## src/rtl/i2cseq_pkg.sv

```systemverilog
`timescale 1ns/1ps
package i2cseq_pkg;
    typedef enum logic [1:0] {
        OP_START = 2'd0,
        OP_SEND  = 2'd1,
        OP_RECV  = 2'd2,
        OP_STOP  = 2'd3
    } bus_op_e;

    typedef enum logic [2:0] {
        ST_IDLE,
        ST_ADDR,
        ST_RUN,
        ST_XFER,
        ST_STOP,
        ST_HOLD
    } seq_state_e;

    localparam int CB_EN  = 15;
    localparam int CB_MST = 10;
    localparam int CB_TRX = 9;
    localparam int CB_XA  = 8;
    localparam int CB_RM  = 2;
    localparam int CB_STP = 1;
    localparam int CB_STT = 0;
    localparam logic [15:0] CTRL_MASK = 16'hCF87;
endpackage

```

## src/rtl/seq_fifo.sv

```systemverilog
`timescale 1ns/1ps
module seq_fifo #(
    parameter int W     = 8,
    parameter int DEPTH = 4,
    parameter int LVL_W = $clog2(DEPTH + 1)
) (
    input  logic             clk,
    input  logic             rst_n,
    input  logic             clr,
    input  logic             push,
    input  logic [W-1:0]     din,
    input  logic             pop,
    output logic [W-1:0]     dout,
    output logic [LVL_W-1:0] level
);
    localparam int PTR_W = (DEPTH > 1) ? $clog2(DEPTH) : 1;
    localparam logic [LVL_W-1:0] LVL_MAX = LVL_W'(DEPTH);

    typedef struct packed {
        logic [DEPTH-1:0][W-1:0] mem;
        logic [PTR_W-1:0]        wp;
        logic [PTR_W-1:0]        rp;
        logic [LVL_W-1:0]        lvl;
    } fifo_t;

    fifo_t q, d;

    function automatic logic [PTR_W-1:0] nxt(input logic [PTR_W-1:0] p);
        return (p == PTR_W'(DEPTH - 1)) ? '0 : p + PTR_W'(1);
    endfunction

    logic do_pop, do_push;

    always_comb begin
        d       = q;
        do_pop  = pop && (q.lvl != '0);
        do_push = push && ((q.lvl != LVL_MAX) || do_pop);
        if (clr) begin
            d.wp  = '0;
            d.rp  = '0;
            d.lvl = '0;
        end else begin
            if (do_push) begin
                d.mem[q.wp] = din;
                d.wp        = nxt(q.wp);
            end
            if (do_pop) begin
                d.rp = nxt(q.rp);
            end
            case ({do_push, do_pop})
                2'b10:   d.lvl = q.lvl + LVL_W'(1);
                2'b01:   d.lvl = q.lvl - LVL_W'(1);
                default: d.lvl = q.lvl;
            endcase
        end
    end

    always_ff @(posedge clk or negedge rst_n) begin
        if (!rst_n) q <= '0;
        else        q <= d;
    end

    assign dout  = q.mem[q.rp];
    assign level = q.lvl;

    AST_FIFO_BOUND: assert property (@(posedge clk) disable iff (!rst_n)
        level <= LVL_MAX);
    AST_FIFO_NO_OVERRUN: assert property (@(posedge clk) disable iff (!rst_n)
        (level == LVL_MAX) && push && !pop && !clr |=> level == LVL_MAX);
endmodule

```

## src/rtl/seq_regs.sv

```systemverilog
`timescale 1ns/1ps
module seq_regs
    import i2cseq_pkg::*;
#(
    parameter int CNT_W = 16
) (
    input  logic             clk,
    input  logic             rst_n,
    input  logic             reg_wr,
    input  logic             reg_sel,
    input  logic [15:0]      reg_wdata,
    input  logic             clr_stt,
    input  logic             clr_stp,
    input  logic             clr_mst,
    output logic [15:0]      ctrl_o,
    output logic [CNT_W-1:0] cnt_o,
    output logic             start_go,
    output logic             start_trx
);
    typedef struct packed {
        logic [15:0]      ctrl;
        logic [CNT_W-1:0] cnt;
    } regs_t;

    regs_t q, d;

    always_comb begin
        d = q;
        if (reg_wr) begin
            if (!reg_sel) d.ctrl = reg_wdata & CTRL_MASK;
            else          d.cnt  = reg_wdata[CNT_W-1:0];
        end
        if (clr_stt) d.ctrl[CB_STT] = 1'b0;
        if (clr_stp) d.ctrl[CB_STP] = 1'b0;
        if (clr_mst) d.ctrl[CB_MST] = 1'b0;
    end

    always_ff @(posedge clk or negedge rst_n) begin
        if (!rst_n) q <= '0;
        else        q <= d;
    end

    assign start_go  = reg_wr && !reg_sel && reg_wdata[CB_EN] && reg_wdata[CB_MST]
                       && !reg_wdata[CB_XA] && reg_wdata[CB_STT];
    assign start_trx = reg_wdata[CB_TRX];
    assign ctrl_o    = q.ctrl;
    assign cnt_o     = q.cnt;

    AST_CTRL_MASKED: assert property (@(posedge clk) disable iff (!rst_n)
        reg_wr && !reg_sel |=> (ctrl_o & ~CTRL_MASK) == 16'h0);
endmodule

```

## src/rtl/seq_fsm.sv

```systemverilog
`timescale 1ns/1ps
module seq_fsm
    import i2cseq_pkg::*;
#(
    parameter int CNT_W = 16
) (
    input  logic             clk,
    input  logic             rst_n,
    input  logic             start_go,
    input  logic             start_trx,
    input  logic             trx_i,
    input  logic             rm_i,
    input  logic             stp_i,
    input  logic [CNT_W-1:0] cnt_i,
    input  logic             tx_empty_i,
    input  logic [7:0]       tx_head_i,
    input  logic             rx_full_i,
    input  logic             rx_empty_i,
    input  logic             bus_done_i,
    input  logic             bus_ack_i,
    output logic             bus_req_o,
    output logic [1:0]       bus_op_o,
    output logic             bus_rnw_o,
    output logic [7:0]       bus_wbyte_o,
    output logic             tx_pop_o,
    output logic             tx_clr_o,
    output logic             rx_push_o,
    output logic             rx_clr_o,
    output logic             clr_stt_o,
    output logic             clr_stp_o,
    output logic             clr_mst_o,
    output logic             ev_nack_o,
    output logic             ev_done_o,
    output logic [CNT_W-1:0] cur_o,
    output logic             busy_o,
    output logic             tx_ready_o,
    output logic             rx_ready_o
);
    typedef struct packed {
        seq_state_e       state;
        logic [CNT_W-1:0] cur;
        logic             busy;
        bus_op_e          op;
        logic             rnw;
        logic [7:0]       wbyte;
        logic             nack;
        logic             done;
    } seq_t;

    seq_t q, d;

    always_comb begin
        d          = q;
        d.nack     = 1'b0;
        d.done     = 1'b0;
        tx_pop_o   = 1'b0;
        tx_clr_o   = 1'b0;
        rx_push_o  = 1'b0;
        rx_clr_o   = 1'b0;
        clr_stt_o  = 1'b0;
        clr_stp_o  = 1'b0;
        clr_mst_o  = 1'b0;
        case (q.state)
            ST_IDLE, ST_HOLD: begin
                if (start_go) begin
                    d.state   = ST_ADDR;
                    d.op      = OP_START;
                    d.rnw     = ~start_trx;
                    tx_clr_o  = 1'b1;
                    rx_clr_o  = 1'b1;
                    clr_stt_o = 1'b1;
                end
            end
            ST_ADDR: begin
                if (bus_done_i) begin
                    if (bus_ack_i) begin
                        d.busy  = 1'b1;
                        d.cur   = cnt_i;
                        d.state = ST_RUN;
                    end else begin
                        d.nack    = 1'b1;
                        clr_stp_o = 1'b1;
                        d.busy    = 1'b0;
                        d.state   = ST_IDLE;
                    end
                end
            end
            ST_RUN: begin
                if (stp_i && (rm_i || (q.cur == '0))) begin
                    d.state = ST_STOP;
                    d.op    = OP_STOP;
                end else if (!rm_i && (q.cur == '0)) begin
                    d.done    = 1'b1;
                    clr_mst_o = 1'b1;
                    d.state   = ST_HOLD;
                end else if (trx_i) begin
                    if (!tx_empty_i) begin
                        d.state = ST_XFER;
                        d.op    = OP_SEND;
                        d.wbyte = tx_head_i;
                    end
                end else if (!rx_full_i) begin
                    d.state = ST_XFER;
                    d.op    = OP_RECV;
                end
            end
            ST_XFER: begin
                if (bus_done_i) begin
                    if (!rm_i) d.cur = q.cur - CNT_W'(1);
                    if (q.op == OP_SEND) begin
                        tx_pop_o = 1'b1;
                        if (bus_ack_i) begin
                            d.state = ST_RUN;
                        end else begin
                            d.nack    = 1'b1;
                            clr_stp_o = 1'b1;
                            d.state   = ST_HOLD;
                        end
                    end else begin
                        rx_push_o = 1'b1;
                        d.state   = ST_RUN;
                    end
                end
            end
            ST_STOP: begin
                if (bus_done_i) begin
                    clr_stp_o = 1'b1;
                    tx_clr_o  = 1'b1;
                    d.cur     = cnt_i;
                    d.busy    = 1'b0;
                    d.state   = ST_IDLE;
                end
            end
            default: d.state = ST_IDLE;
        endcase
    end

    always_ff @(posedge clk or negedge rst_n) begin
        if (!rst_n) begin
            q       <= '0;
            q.state <= ST_IDLE;
            q.op    <= OP_START;
        end else begin
            q <= d;
        end
    end

    assign bus_req_o   = (q.state == ST_ADDR) || (q.state == ST_XFER) || (q.state == ST_STOP);
    assign bus_op_o    = q.op;
    assign bus_rnw_o   = q.rnw;
    assign bus_wbyte_o = q.wbyte;
    assign ev_nack_o   = q.nack;
    assign ev_done_o   = q.done;
    assign cur_o       = q.cur;
    assign busy_o      = q.busy;
    assign tx_ready_o  = ((q.state == ST_RUN) || (q.state == ST_XFER)) && trx_i
                         && (rm_i ? tx_empty_i : (q.cur != '0));
    assign rx_ready_o  = rm_i ? rx_full_i : !rx_empty_i;

    AST_REQ_HELD: assert property (@(posedge clk) disable iff (!rst_n)
        bus_req_o && !bus_done_i |=> bus_req_o && $stable(bus_op_o));
    AST_CNT_STEP: assert property (@(posedge clk) disable iff (!rst_n)
        bus_req_o && bus_done_i && !rm_i && (bus_op_o == OP_SEND || bus_op_o == OP_RECV)
        |=> cur_o == $past(cur_o) - CNT_W'(1));
    AST_REPEAT_FROZEN: assert property (@(posedge clk) disable iff (!rst_n)
        bus_req_o && bus_done_i && rm_i && (bus_op_o == OP_SEND || bus_op_o == OP_RECV)
        |=> $stable(cur_o));
    AST_DONE_HOLDS_BUS: assert property (@(posedge clk) disable iff (!rst_n)
        ev_done_o |-> busy_o && !bus_req_o);
    AST_TXRDY_BUSY: assert property (@(posedge clk) disable iff (!rst_n)
        tx_ready_o |-> busy_o);
endmodule

```

## src/rtl/i2c_xfer_seq.sv

```systemverilog
`timescale 1ns/1ps
module i2c_xfer_seq
    import i2cseq_pkg::*;
#(
    parameter int CNT_W = 16,
    parameter int DEPTH = 4,
    parameter int LVL_W = $clog2(DEPTH + 1)
) (
    input  logic             clk,
    input  logic             rst_n,
    input  logic             reg_wr,
    input  logic             reg_sel,
    input  logic [15:0]      reg_wdata,
    output logic [15:0]      ctrl_rd,
    output logic [CNT_W-1:0] count_rd,
    input  logic [6:0]       slave_addr,
    input  logic             tx_wr,
    input  logic [7:0]       tx_byte,
    output logic [LVL_W-1:0] tx_level,
    input  logic             rx_rd,
    output logic [7:0]       rx_byte,
    output logic [LVL_W-1:0] rx_level,
    output logic             tx_ready,
    output logic             rx_ready,
    output logic             ev_nack,
    output logic             ev_done,
    output logic             bus_busy,
    output logic             bus_req,
    output logic [1:0]       bus_op,
    output logic             bus_rnw,
    output logic [6:0]       bus_addr,
    output logic [7:0]       bus_wbyte,
    input  logic             bus_done,
    input  logic             bus_ack,
    input  logic [7:0]       bus_rbyte
);
    localparam logic [LVL_W-1:0] LVL_FULL = LVL_W'(DEPTH);

    logic             clr_stt, clr_stp, clr_mst;
    logic             start_go, start_trx;
    logic [CNT_W-1:0] cnt_prog;
    logic             tx_pop, tx_clr, rx_push, rx_clr;
    logic [7:0]       tx_head;

    seq_regs #(.CNT_W(CNT_W)) u_regs (
        .clk       (clk),
        .rst_n     (rst_n),
        .reg_wr    (reg_wr),
        .reg_sel   (reg_sel),
        .reg_wdata (reg_wdata),
        .clr_stt   (clr_stt),
        .clr_stp   (clr_stp),
        .clr_mst   (clr_mst),
        .ctrl_o    (ctrl_rd),
        .cnt_o     (cnt_prog),
        .start_go  (start_go),
        .start_trx (start_trx)
    );

    seq_fifo #(.W(8), .DEPTH(DEPTH), .LVL_W(LVL_W)) u_txf (
        .clk   (clk),
        .rst_n (rst_n),
        .clr   (tx_clr),
        .push  (tx_wr),
        .din   (tx_byte),
        .pop   (tx_pop),
        .dout  (tx_head),
        .level (tx_level)
    );

    seq_fifo #(.W(8), .DEPTH(DEPTH), .LVL_W(LVL_W)) u_rxf (
        .clk   (clk),
        .rst_n (rst_n),
        .clr   (rx_clr),
        .push  (rx_push),
        .din   (bus_rbyte),
        .pop   (rx_rd),
        .dout  (rx_byte),
        .level (rx_level)
    );

    seq_fsm #(.CNT_W(CNT_W)) u_fsm (
        .clk         (clk),
        .rst_n       (rst_n),
        .start_go    (start_go),
        .start_trx   (start_trx),
        .trx_i       (ctrl_rd[CB_TRX]),
        .rm_i        (ctrl_rd[CB_RM]),
        .stp_i       (ctrl_rd[CB_STP]),
        .cnt_i       (cnt_prog),
        .tx_empty_i  (tx_level == '0),
        .tx_head_i   (tx_head),
        .rx_full_i   (rx_level == LVL_FULL),
        .rx_empty_i  (rx_level == '0),
        .bus_done_i  (bus_done),
        .bus_ack_i   (bus_ack),
        .bus_req_o   (bus_req),
        .bus_op_o    (bus_op),
        .bus_rnw_o   (bus_rnw),
        .bus_wbyte_o (bus_wbyte),
        .tx_pop_o    (tx_pop),
        .tx_clr_o    (tx_clr),
        .rx_push_o   (rx_push),
        .rx_clr_o    (rx_clr),
        .clr_stt_o   (clr_stt),
        .clr_stp_o   (clr_stp),
        .clr_mst_o   (clr_mst),
        .ev_nack_o   (ev_nack),
        .ev_done_o   (ev_done),
        .cur_o       (count_rd),
        .busy_o      (bus_busy),
        .tx_ready_o  (tx_ready),
        .rx_ready_o  (rx_ready)
    );

    assign bus_addr = slave_addr;

    AST_NACK_CLEARS_STOP: assert property (@(posedge clk) disable iff (!rst_n)
        ev_nack && !$past(reg_wr) |-> !ctrl_rd[CB_STP]);
    AST_STOP_RELEASES: assert property (@(posedge clk) disable iff (!rst_n)
        bus_req && bus_done && (bus_op == OP_STOP) |=> !bus_busy);
    AST_NO_REQ_WHEN_IDLE_START_BLOCKED: assert property (@(posedge clk) disable iff (!rst_n)
        !bus_req && !bus_busy && !start_go |=> !bus_req);
endmodule

```

## config.mk

```make
export PLATFORM = sky130hd
export DESIGN_NAME = i2c_xfer_seq
export DESIGN_NICKNAME = d
export VERILOG_FILES = /design/src/rtl/i2cseq_pkg.sv /design/src/rtl/seq_fifo.sv /design/src/rtl/seq_regs.sv /design/src/rtl/seq_fsm.sv /design/src/rtl/i2c_xfer_seq.sv
export SDC_FILE = /design/constraint.sdc
export NUM_CORES = 1
export LEC_CHECK = 0
export ABC_AREA = 1
export ABC_CLOCK_PERIOD_IN_PS = 3100
export BUFFER_PORTS_ARGS = -buffer_cell sky130_fd_sc_hd__buf_2
export CAP_MARGIN = 0
export CORE_AREA = 3 3 91 180
export CTS_BUF_LIST = sky130_fd_sc_hd__clkbuf_4 sky130_fd_sc_hd__clkbuf_8
export DETAILED_ROUTE_END_ITERATION = 10
export DIE_AREA = 0 0 94 183
export PLACE_DENSITY = 0.71
export REMOVE_ABC_BUFFERS = 1
export SLEW_MARGIN = 40
export SYNTH_ARGS = -nofsm -noshare
export SYNTH_HDL_FRONTEND = slang
export SYNTH_HIERARCHICAL = 1
export SYNTH_SLANG_ARGS = --single-unit
```

## constraint.sdc

```tcl
create_clock -name clk -period 3.1 [get_ports clk]
set_input_delay 0.465 -clock clk [delete_from_list [all_inputs] [get_ports clk]]
set_output_delay 0.465 -clock clk [all_outputs]
set_load 0.02 [all_outputs]
```

# == After elaboration in Yosys (flattened, before gate mapping) ==
# Cells that the tools add are included.
# totals
out_inout_bits,70
reg_bits,137
wordCells,212
input_bits,47
# op_classes
addsub,9
mux,74
reduce_logical,58
n_eq_ne,31
bitwise,7
magnitude_cmp,6
# ops
operator,count
32-bit bitwise mux,2
16-bit two-way mux,3
16-bit case mux with 3 select lines,1
20-bit two-way mux,2
8-bit binary-select mux with 2-bit select,2
8-bit demux with 2-bit select,2
8-bit two-way mux,4
2-bit two-way mux,14
27-bit two-way mux,1
3-bit two-way mux,9
1-bit two-way mux,22
19-bit two-way mux,1
2-bit nonzero test,9
16-bit logical NOT,1
2-bit AND reduction,8
16-bit nonzero test,1
"16-bit by 1-bit subtractor with 16-bit output, second input constant",1
1-bit logical AND,15
3-bit case mux with 5 select lines,1
3-bit nonzero test,5
7-bit two-way mux,2
"2-bit equality test, second input constant",6
"2-bit by 3-bit < comparator with 1-bit output, second input constant",4
"2-bit != test, second input constant",6
26 further kinds,63

# == Depth between registers and ports, before layout ==
# Gate-level depths: netlist of the first run.
# logic_depth
ltp_word,10
ltp_mapped,16
depth_no_buf,14

# == Cells and area by module ==
# Netlist of the first run, hierarchy kept.
# by_module_without_submodules
mod,instances,area_per_inst_um2,seq_area_each_um2,cells_per_inst
seq_fsm,1,2402.3,825.8,334
seq_fifo (u_rxf),1,1959.4,975.9,216
seq_fifo (u_txf),1,1944.4,975.9,216
seq_regs,1,1156.1,650.6,130
i2c_xfer_seq,1,90.1,0.0,17

# == Least setup slack after synthesis of the first run ==
# OpenSTA, ideal clock, no wires.
# synth_path
kind,flip-flop to flip-flop
from,register u_fsm/q[32] (netlist bit)
to,register u_rxf.q (netlist bit u_rxf/level[2])
path_stages_with_launch,16
setup_time_ns,0.118
arrival_ns,2.518
synth_period_minus_slack_ns,2.636
required_time_ns,2.982
path_buffers,2
path_slack_ns,0.464
cell_sequence,dfrtp_1 -> nor2_4 -> nand2_2 -> buf_2 -> buf_2 -> nor3_1 -> inv_1 -> nand3_1 -> inv_1 -> fa_1 -> xnor2_1 -> inv_1 -> nand2_1 -> nand2_1 -> nand3_1 -> nand2_1
# synth_between
elab_chain_len,6
elab_cells_between_ends,12
cone_classes,eq/ne (4); mux (4); reduce/logical (4)
# synth_rtl
element,line,text
start: declaration,seq_fsm.sv:50,"seq_t q, d;"
3-bit by 2-bit equality test with 1-bit output *,seq_fsm.sv:63,case (q.state)
1-bit two-way mux *,seq_fsm.sv:63,
via rx_push,i2c_xfer_seq.sv:42,"logic tx_pop, tx_clr, rx_push, rx_clr;"
1-bit logical AND *,seq_fifo.sv:37,do_push = push && ((q.lvl != LVL_MAX) || do_pop);
2-bit by 1-bit equality test with 1-bit output / 2-bit equality test (equally long branches),seq_fifo.sv:50,"case ({do_push, do_pop})"
3-bit case mux with 2 select lines,seq_fifo.sv:50,
7-bit two-way mux,seq_fifo.sv:38,if (clr) begin
end signal: assignment,seq_fifo.sv:59,if (!rst_n) q <= '0;
end signal: assignment,seq_fifo.sv:60,else q <= d;
end: declaration,seq_fifo.sv:26,"fifo_t q, d;"
# Mark *: on every way through the listed nets, which the timed path passes. The rest lies on a longest branch.
# A chain may end at the register's enable or synchronous reset.

# == Worst setup path in the final report of the first run ==
# layout_path
from,register u_fsm.q (netlist bit u_fsm/cur_o[5])
to,output port tx_ready
# layout_between
elab_chain_len,3
# layout_rtl
element,line,text
16-bit nonzero test,seq_fsm.sv:157,&& (rm_i ? tx_empty_i : (q.cur != '0));
1-bit two-way mux,seq_fsm.sv:157,
1-bit logical AND,seq_fsm.sv:157,
end: declaration,i2c_xfer_seq.sv:23,"output logic tx_ready,"
# Every way passes these cells.

==> impl_summary.txt, run 1 <==
----------------------------------------------------
[Logic synthesis]
  Synthesis Warnings ... 6
  #FFs+latches synth ... 137
  Synthesized area per cell ... 8.27 um2
  Seq/Total Area, Yosys ... 45.4%
  Cell taking the most area after synthesis ... sky130_fd_sc_hd__dfrtp_1
  Number of distinct standard cells referenced by the synthesized netlist ... 40
  Main area contributors after synthesis ... sky130_fd_sc_hd__dfrtp_1 (45%), sky130_fd_sc_hd__nand2_1 (11%), sky130_fd_sc_hd__buf_4 (4.9%)
  Area fraction of the dominant cell type after synthesis ... 45.4%
  Total standard cell area after synthesis ... 7550 um2
  Count of mapped cells out of synthesis ... 913

[Drt]
  Metal2 WL ... 10.0 mm
  Met1 wire length ... 6.73 mm
  Router iterations before antenna repair ... 5
  Max layer used ... met4
  Routed WL ... 18.2 mm
  Met3 Wirelength ... 689 um
  Routed length per instance ... 15.5 um
  Residual DRC count ... 0
  Iteration-0 DRC Markers ... 280
  Avg Vias per Cell ... 5.25
  Number of nets still failing antenna checks after routing ... 0
  Overall via count from detail_route ... 6187

[Global routing]
  Pin count of the biggest net entering global routing ... 66
  Antenna violations before repair ... 0
  Wire length of the first global-routing pass ... 30.3 mm
  Number of global-route vias before repair ... 6264
  Global route total overflow ... 0
  Combined global-route utilization of all metal layers ... 22.6%

[Job]
  Number of max-capacitance violations reported ... 0

[Timing]
  Worst hold slack ... 0.263 ns
  Headroom to the max-slew limit ... 58.5%
  Max-slew violation total from the final report ... 0
  Achievable Freq ... 393 MHz
  Final setup violation count ... 0
  Setup WS post-layout ... 0.553 ns
  Hold violation count in the final report ... 0
  Slew of the pin with the lowest slew margin ... 0.618 ns
  Share of the clock period used by the worst path ... 82.1%
  Setup TNS ... 0 ns
  RSZ-0062 raised after global routing ... false
  Max Clock Skew ... 0.00867 ns
  Post-layout min period ... 2.55 ns

[Power and ir drop]
  Post-layout total power ... 0.00803 W
  Worst vdd rail ir drop ... 0.000504 V
  Leakage power total ... 4.24 nW
  Power density over cell area ... 979 nW/um2

[Floorplanning]
  Die ar. ... 17200 um2
  Initial cell density of the core ... 49.6%
  Core outline area ... 15200 um2
  Ports ... 117
  Vertical die dimension ... 183 um
  Die width ... 94 um
  Standard-cell row count ... 64

[Setup path]
  Setup crit end kind ... output pin
  Startpoint type of the worst setup path ... register
  Cells traversed along the worst timing path ... nor2_1 > nand2_1 > nor2_1 > nand3_1 > o211ai_1 > inv_1 > buf_2
  Data required time of the critical path ... 2.63 ns
  Most frequent CP cell ... sky130_fd_sc_hd__nor2_1
  Maximum fanout encountered on the critical timing path ... 5
  Worst setup path category ... reg2out
  Worst endpoint data arrival time ... 2.08 ns
  Largest incremental delay on the critical path ... 0.44 ns
  Crit-path slowest cell ... sky130_fd_sc_hd__dfrtp_1

[Finish]
  Net count reported at finish ... 1028
  Fraction of final layout cells with drive strength greater than 1 ... 21.5%
  Synthesis-to-finish area growth ... 8.58%
  Filler cell count ... 1521
  Antenna diode count ... 0

[Run status]
  Result of the run ... complete, no violations

[Clock tree]
  Clock input transition at the sequential cells of the worst setup and hold paths ... 0.08 ns
  Later-pin clock latency in the skew report ... 0.44 ns
  Max H-tree Level ... 4
  Inserted Clock Buffers ... 17
  Clock tree from TritonCTS ... yes
  Clk buf depth ... 2
  Clock tree root driver cell ... sky130_fd_sc_hd__clkbuf_8
  Clock tree sinks ... 137
  Number of setup buffers added after CTS ... 0

[Placement]
  Number of buffer cells added on primary ports ... 96
  Routability-driven placement congestion ratio ... 0.887
  Detailed placer's ending HPWL ... 13.4 mm
  Post-Place Setup Slack ... 0.392 ns

[Min path]
  Worst hold-check path type ... in2reg

----------------------------------------------------
[synthesized netlist by cell type]
| cell | count |
|---|---|
| sky130_fd_sc_hd__nand2_1 | 219 |
| sky130_fd_sc_hd__dfrtp_1 | 137 |
| sky130_fd_sc_hd__inv_1 | 87 |
| sky130_fd_sc_hd__nor2_1 | 81 |
| sky130_fd_sc_hd__o21ai_0 | 73 |
| sky130_fd_sc_hd__o21ai_1 | 51 |
| sky130_fd_sc_hd__buf_4 | 49 |
| sky130_fd_sc_hd__nand3_1 | 39 |
| sky130_fd_sc_hd__o21ai_2 | 33 |
| sky130_fd_sc_hd__o22ai_1 | 18 |
| sky130_fd_sc_hd__nand2_4 | 12 |
| sky130_fd_sc_hd__buf_2 | 11 |
| sky130_fd_sc_hd__ha_1 | 11 |
| sky130_fd_sc_hd__a21oi_1 | 10 |
| sky130_fd_sc_hd__buf_6 | 10 |
| sky130_fd_sc_hd__nand4_1 | 10 |
| sky130_fd_sc_hd__nor3_1 | 10 |
| sky130_fd_sc_hd__nand3_2 | 5 |
| sky130_fd_sc_hd__nor2_2 | 5 |
| sky130_fd_sc_hd__o22ai_2 | 5 |
| sky130_fd_sc_hd__xor2_1 | 5 |
| sky130_fd_sc_hd__inv_2 | 4 |
| sky130_fd_sc_hd__nand2_2 | 4 |
| sky130_fd_sc_hd__a22oi_2 | 2 |
| sky130_fd_sc_hd__clkbuf_1 | 2 |
| sky130_fd_sc_hd__fa_1 | 2 |
| sky130_fd_sc_hd__nor2_4 | 2 |
| sky130_fd_sc_hd__nor2_8 | 2 |
| sky130_fd_sc_hd__o211ai_1 | 2 |
| sky130_fd_sc_hd__xnor2_1 | 2 |
| sky130_fd_sc_hd__a21boi_0 | 1 |
| sky130_fd_sc_hd__a21oi_2 | 1 |
| sky130_fd_sc_hd__a22oi_1 | 1 |
| sky130_fd_sc_hd__buf_12 | 1 |
| sky130_fd_sc_hd__clkinv_1 | 1 |
| sky130_fd_sc_hd__conb_1 | 1 |
| sky130_fd_sc_hd__inv_4 | 1 |
| sky130_fd_sc_hd__nor3_4 | 1 |
| sky130_fd_sc_hd__nor3b_1 | 1 |
| sky130_fd_sc_hd__or2_1 | 1 |
[flip-flops by register name (all words and copies together) (netlist names), 2 cells and up]
register           count
u_fsm/bus_op_o         2
u_fsm/bus_wbyte_o      8
u_fsm/cur_o           16
u_fsm/q                3
u_regs/cnt_o          16
u_regs/ctrl_o         10
u_rxf/level            3
u_rxf/q               36
u_txf/level            3
u_txf/q               36
[cell usage in the layout (no fill, tap or decap), types with 5 or more instances in the layout]
master                     count
sky130_fd_sc_hd__nand3_2       5
sky130_fd_sc_hd__clkinv_2      5
sky130_fd_sc_hd__clkbuf_8     18
sky130_fd_sc_hd__o22ai_1      18
sky130_fd_sc_hd__nand2_4      12
sky130_fd_sc_hd__inv_1        87
sky130_fd_sc_hd__xor2_1        5
sky130_fd_sc_hd__nand3_1      39
sky130_fd_sc_hd__nand4_1      10
sky130_fd_sc_hd__nor2_1       81
sky130_fd_sc_hd__o21ai_1      52
sky130_fd_sc_hd__dfrtp_1     137
sky130_fd_sc_hd__o21ai_2      33
sky130_fd_sc_hd__nor3_1       10
sky130_fd_sc_hd__a21oi_1      10
sky130_fd_sc_hd__o21ai_0      72
sky130_fd_sc_hd__nor2_2        5
sky130_fd_sc_hd__buf_4         6
sky130_fd_sc_hd__conb_1        6
sky130_fd_sc_hd__nand2_1     219
sky130_fd_sc_hd__o22ai_2       5
sky130_fd_sc_hd__buf_2        95
sky130_fd_sc_hd__ha_1         11
[worst max-delay path: cells and delay by family (launching register included)]
family | cells | cell delay (ns)
AND/OR/NAND/NOR | 4 | 0.84
buffers and inverters | 2 | 0.23
flip-flops | 1 | 0.44
AO/OA/AOI/OAI | 1 | 0.13
[routing by layer]
metal / up-vias / global-route usage [%]
met5: - / 0
met4: 0 / 12.2
met3: 45 / 4.19
met2: 164 / 41.7
met1: 2959 / 23.5
li1: 3019 / -
[final timing paths]
check | start | end | slack [ns] | depth (start not counted)
hold reg to reg | u_rxf/q[24] | u_rxf/q[24] | 0.48 | 2
setup / recovery | u_fsm/cur_o[5] | tx_ready | 0.55 | 7
setup reg to reg | u_fsm/q[32] | u_rxf/level[2] | 0.60 | 14
min in group asynchronous | rst_n | u_regs/cnt_o[3] | 0.54 | 2
max in group asynchronous | rst_n | u_rxf/q[5] | 1.83 | 3
hold / removal | reg_wdata[5] | u_regs/cnt_o[5] | 0.26 | 3
[logic make-up after synthesis]
| logic type | share of synthesized area [%] |
|---|---|
| flops | 45.4 |
| other cells | 0.0497 |
| fa+ha+maj | 2.35 |
| compound gates | 15.9 |
| buf+inv | 12.1 |
| xor+xnor | 0.812 |
| simple gates | 23.4 |
[layout make-up]
| cell class | instances | area (um2) | area share, % |
|---|---|---|---|
| flip-flops and latches | 137 | 3430 | 41.8 |
| multi-input cells | 615 | 3230 | 39.4 |
| repair buffers | 104 | 562 | 6.85 |
| inverters | 93 | 352 | 4.29 |
| clock buffers | 19 | 255 | 3.11 |
| well taps | 198 | 248 | 3.02 |
| clock inverters | 12 | 128 | 1.56 |
[power by group]
part / switching [W] / total (W) / internal (W) / leakage [nW]
clock network: 0.000691 / 0.00143 / 0.000737 / 0.198
registers: 0.000538 / 0.00299 / 0.00245 / 1.74
logic: 0.00237 / 0.00362 / 0.00124 / 2.31
total: 0.00360 / 0.00803 / 0.00443 / 4.24
[through the flow]
stage	cell area (um2)	cells	utilization, %
floorplan	7010	845	-
global placement	7810	1146	51.3
detailed placement	7810	1146	51.3
CTS	8200	1178	53.9
global route	8200	1178	53.9
finish	8200	1178	53.9
[timing repair]
item | CTS | global route
endpoints found under the hold margin | 53 | 0
hold buffers | 1 | 0
resized for setup | 0 | 0
Note: power is estimated with default switching activity, not from simulation.
==> run 2: changes to the inputs <==
Settings changed: ABC_CLOCK_PERIOD_IN_PS 3100 to 2600.
Clock period 3.1 ns to 2.6 ns, I/O delays scaled along.
==> impl_summary.txt, run 2 (synthesized netlist as in run 1, its figures left out) <==
----------------------------------------------------
[Run status]
  Result of the run ... complete, no violations

[Clock tree]
  Clock tree from TritonCTS ... yes
  Number of cells upsized or downsized after cts ... 0 (unchanged)
  Inserted Clock Buffers ... 17 (unchanged)
  Clock input transition at the sequential cells of the worst setup and hold paths ... 0.08 ns (about the same)
  Max H-tree Level ... 4 (unchanged)
  Clk buf depth ... 2 (unchanged)
  Clock tree sinks ... 137 (unchanged)
  Clock tree root driver cell ... sky130_fd_sc_hd__clkbuf_8
  Later-pin clock latency in the skew report ... 0.44 ns (about the same)

[Drt]
  Router iterations before antenna repair ... 5 (unchanged)
  Residual DRC count ... 0 (unchanged)
  Iteration-0 DRC Markers ... 241 (-14%)
  Number of nets still failing antenna checks after routing ... 0 (unchanged)
  Routed length per instance ... 15.3 um (-0.97%)
  Avg Vias per Cell ... 5.20 (-0.94%)
  Routed WL ... 18.2 mm (-0.13%)
  Overall via count from detail_route ... 6181 (-0.097%)

[Finish]
  Antenna diode count ... 0 (unchanged)
  Most common cell after layout, fill and taps aside ... sky130_fd_sc_hd__nand2_1
  Most used cells in the layout excluding fill and tap cells ... sky130_fd_sc_hd__nand2_1 (219), sky130_fd_sc_hd__dfrtp_1 (137), sky130_fd_sc_hd__buf_2 (95)
  Net count reported at finish ... 1037 (+0.88%)
  Synthesis-to-finish area growth ... 9.43%
  Core occupancy in the finished layout ... 54.3% (+0.42 points)
  Registers with the most flip-flops ... u_rxf/q: 36 flops, u_txf/q: 36 flops
  Fraction of final layout cells with drive strength greater than 1 ... 22.3% (+0.79 points)

[Timing]
  Hold violation count in the final report ... 0 (unchanged)
  Achievable Freq ... 417 MHz
  Setup TNS ... 0 ns (unchanged)
  Headroom to the max-slew limit ... 52.0% (-6.5 points)
  Max Clock Skew ... 0.0106 ns (+0.00190 ns)
  RSZ-0062 raised after global routing ... false
  Slew of the pin with the lowest slew margin ... 0.715 ns (+0.0965 ns)
  Post-layout min period ... 2.40 ns
  Share of the clock period used by the worst path ... 92.3%
  Final setup violation count ... 0 (unchanged)
  Max-slew violation total from the final report ... 0 (unchanged)

[Floorplanning]
  Ports ... 117 (unchanged)
  Die width ... 94 um (unchanged)
  Initial cell density of the core ... 49.6% (unchanged)
  Standard-cell row count ... 64 (unchanged)
  Core outline area ... 15200 um2 (unchanged)
  Vertical die dimension ... 183 um (unchanged)
  Die ar. ... 17200 um2 (unchanged)

[Global routing]
  Global route total overflow ... 0 (unchanged)
  Wire length of the first global-routing pass ... 29.8 mm (-1.5%)
  Pin count of the biggest net entering global routing ... 55 (-17%)
  Combined global-route utilization of all metal layers ... 22.2% (-0.40 points)
  Antenna violations before repair ... 0 (unchanged)
  Number of global-route vias before repair ... 6172 (-1.5%)

[Setup path]
  Worst endpoint data arrival time ... 2.01 ns (-0.07 ns)
  Worst setup path category ... reg2out
  Data required time of the critical path ... 2.21 ns (-0.42 ns)
  Setup crit end kind ... output pin
  Maximum fanout encountered on the critical timing path ... 4 (-1)
  Startpoint type of the worst setup path ... register

[Power and ir drop]
  Power density over cell area ... 1160 nW/um2 (+19%)
  Leakage power total ... 4.28 nW (+0.90%)
  Post-layout total power ... 0.00960 W (+20%)
  Worst vdd rail ir drop ... 0.000637 V (+26%)

[Placement]
  Number of buffer cells added on primary ports ... 96 (unchanged)
  Routability-driven placement congestion ratio ... 0.963 (+8.6%)
  Detailed placer's ending HPWL ... 13.5 mm (+0.57%)

[Job]
  Number of max-capacitance violations reported ... 0 (unchanged)

[Min path]
  Worst hold-check path type ... in2reg

----------------------------------------------------
run 2: cell types whose count changed in the layout (fill, tap and decap cells not counted), sizes merged:
cell	before	now
clkinv	10	9
clkinvlp	1	3
buf	103	112
run 2: worst paths after layout:
kind	depth (start not counted)	slack [ns]	end	startpoint
setup / recovery	8	0.20	tx_ready	u_fsm/cur_o[0]
hold / removal	2	0.18	u_fsm/bus_rnw_o	reg_wdata[9]
setup reg to reg	14	0.32	u_txf/level[2]	u_fsm/q[30]
hold reg to reg	2	0.47	u_regs/ctrl_o[10]	u_regs/ctrl_o[10]
max in group asynchronous	3	1.48	u_rxf/q[10]	rst_n
min in group asynchronous	2	0.43	u_fsm/cur_o[5]	rst_n
run 2: area by class of cell:
| cell class | count | area (um2) |
|---|---|---|
| Clock buffer | 19 | 249 |
| Timing Repair Buffer | 113 | 629 |
| Fill cell | 1530 | 6950 |
| Inverter | 93 | 352 |
| Sequential cell | 137 | 3430 |
| Tap cell | 198 | 248 |
| Clock inverter | 13 | 130 |
| Multi-Input combinational cell | 615 | 3230 |
run 2: where the power goes:
group          total, W  internal, W  switching (W)
logic           0.00436      0.00152        0.00284
registers       0.00356      0.00292       0.000637
clock network   0.00168     0.000863       0.000817
run 2: repair_timing:
item,4_1_cts,5_1_grt
endpoints found under the hold margin,38,0
endpoints found under the setup margin,0,0
hold buffers,1,0
buffers inserted,0,0
run 2: worst max-delay path: stages, from the launching register on:
cell and delay (ns):
sky130_fd_sc_hd__dfrtp_1 0.40, sky130_fd_sc_hd__inv_1 0.10, sky130_fd_sc_hd__ha_1 0.20, sky130_fd_sc_hd__nand3_1 0.16, sky130_fd_sc_hd__nor2_1 0.18, sky130_fd_sc_hd__nand3_1 0.18, sky130_fd_sc_hd__o211ai_1 0.13, sky130_fd_sc_hd__inv_1 0.07
sky130_fd_sc_hd__buf_2 0.16
run 2: per-stage QoR:
step	hold WS [ns]	worst slack, ns	cell area (um2)	std cells
after global routing	0.161	0.0405	8260	1188
after CTS	0.149	0.171	8260	1188
after global placement	0.335	0.397	7880	1155
final	0.179	0.201	8260	1188
after floorplan	0.0944	0.122	7010	845
after detailed placement	0.332	0.356	7880	1155
run 2: routing by layer:
layer,routed length (um),global-route usage [%],part of all wire (%)
met2,9940,41.0,55
met4,862,12.8,4.7
met1,6600,22.9,36
met5,0,0,0
met3,808,3.74,4.4
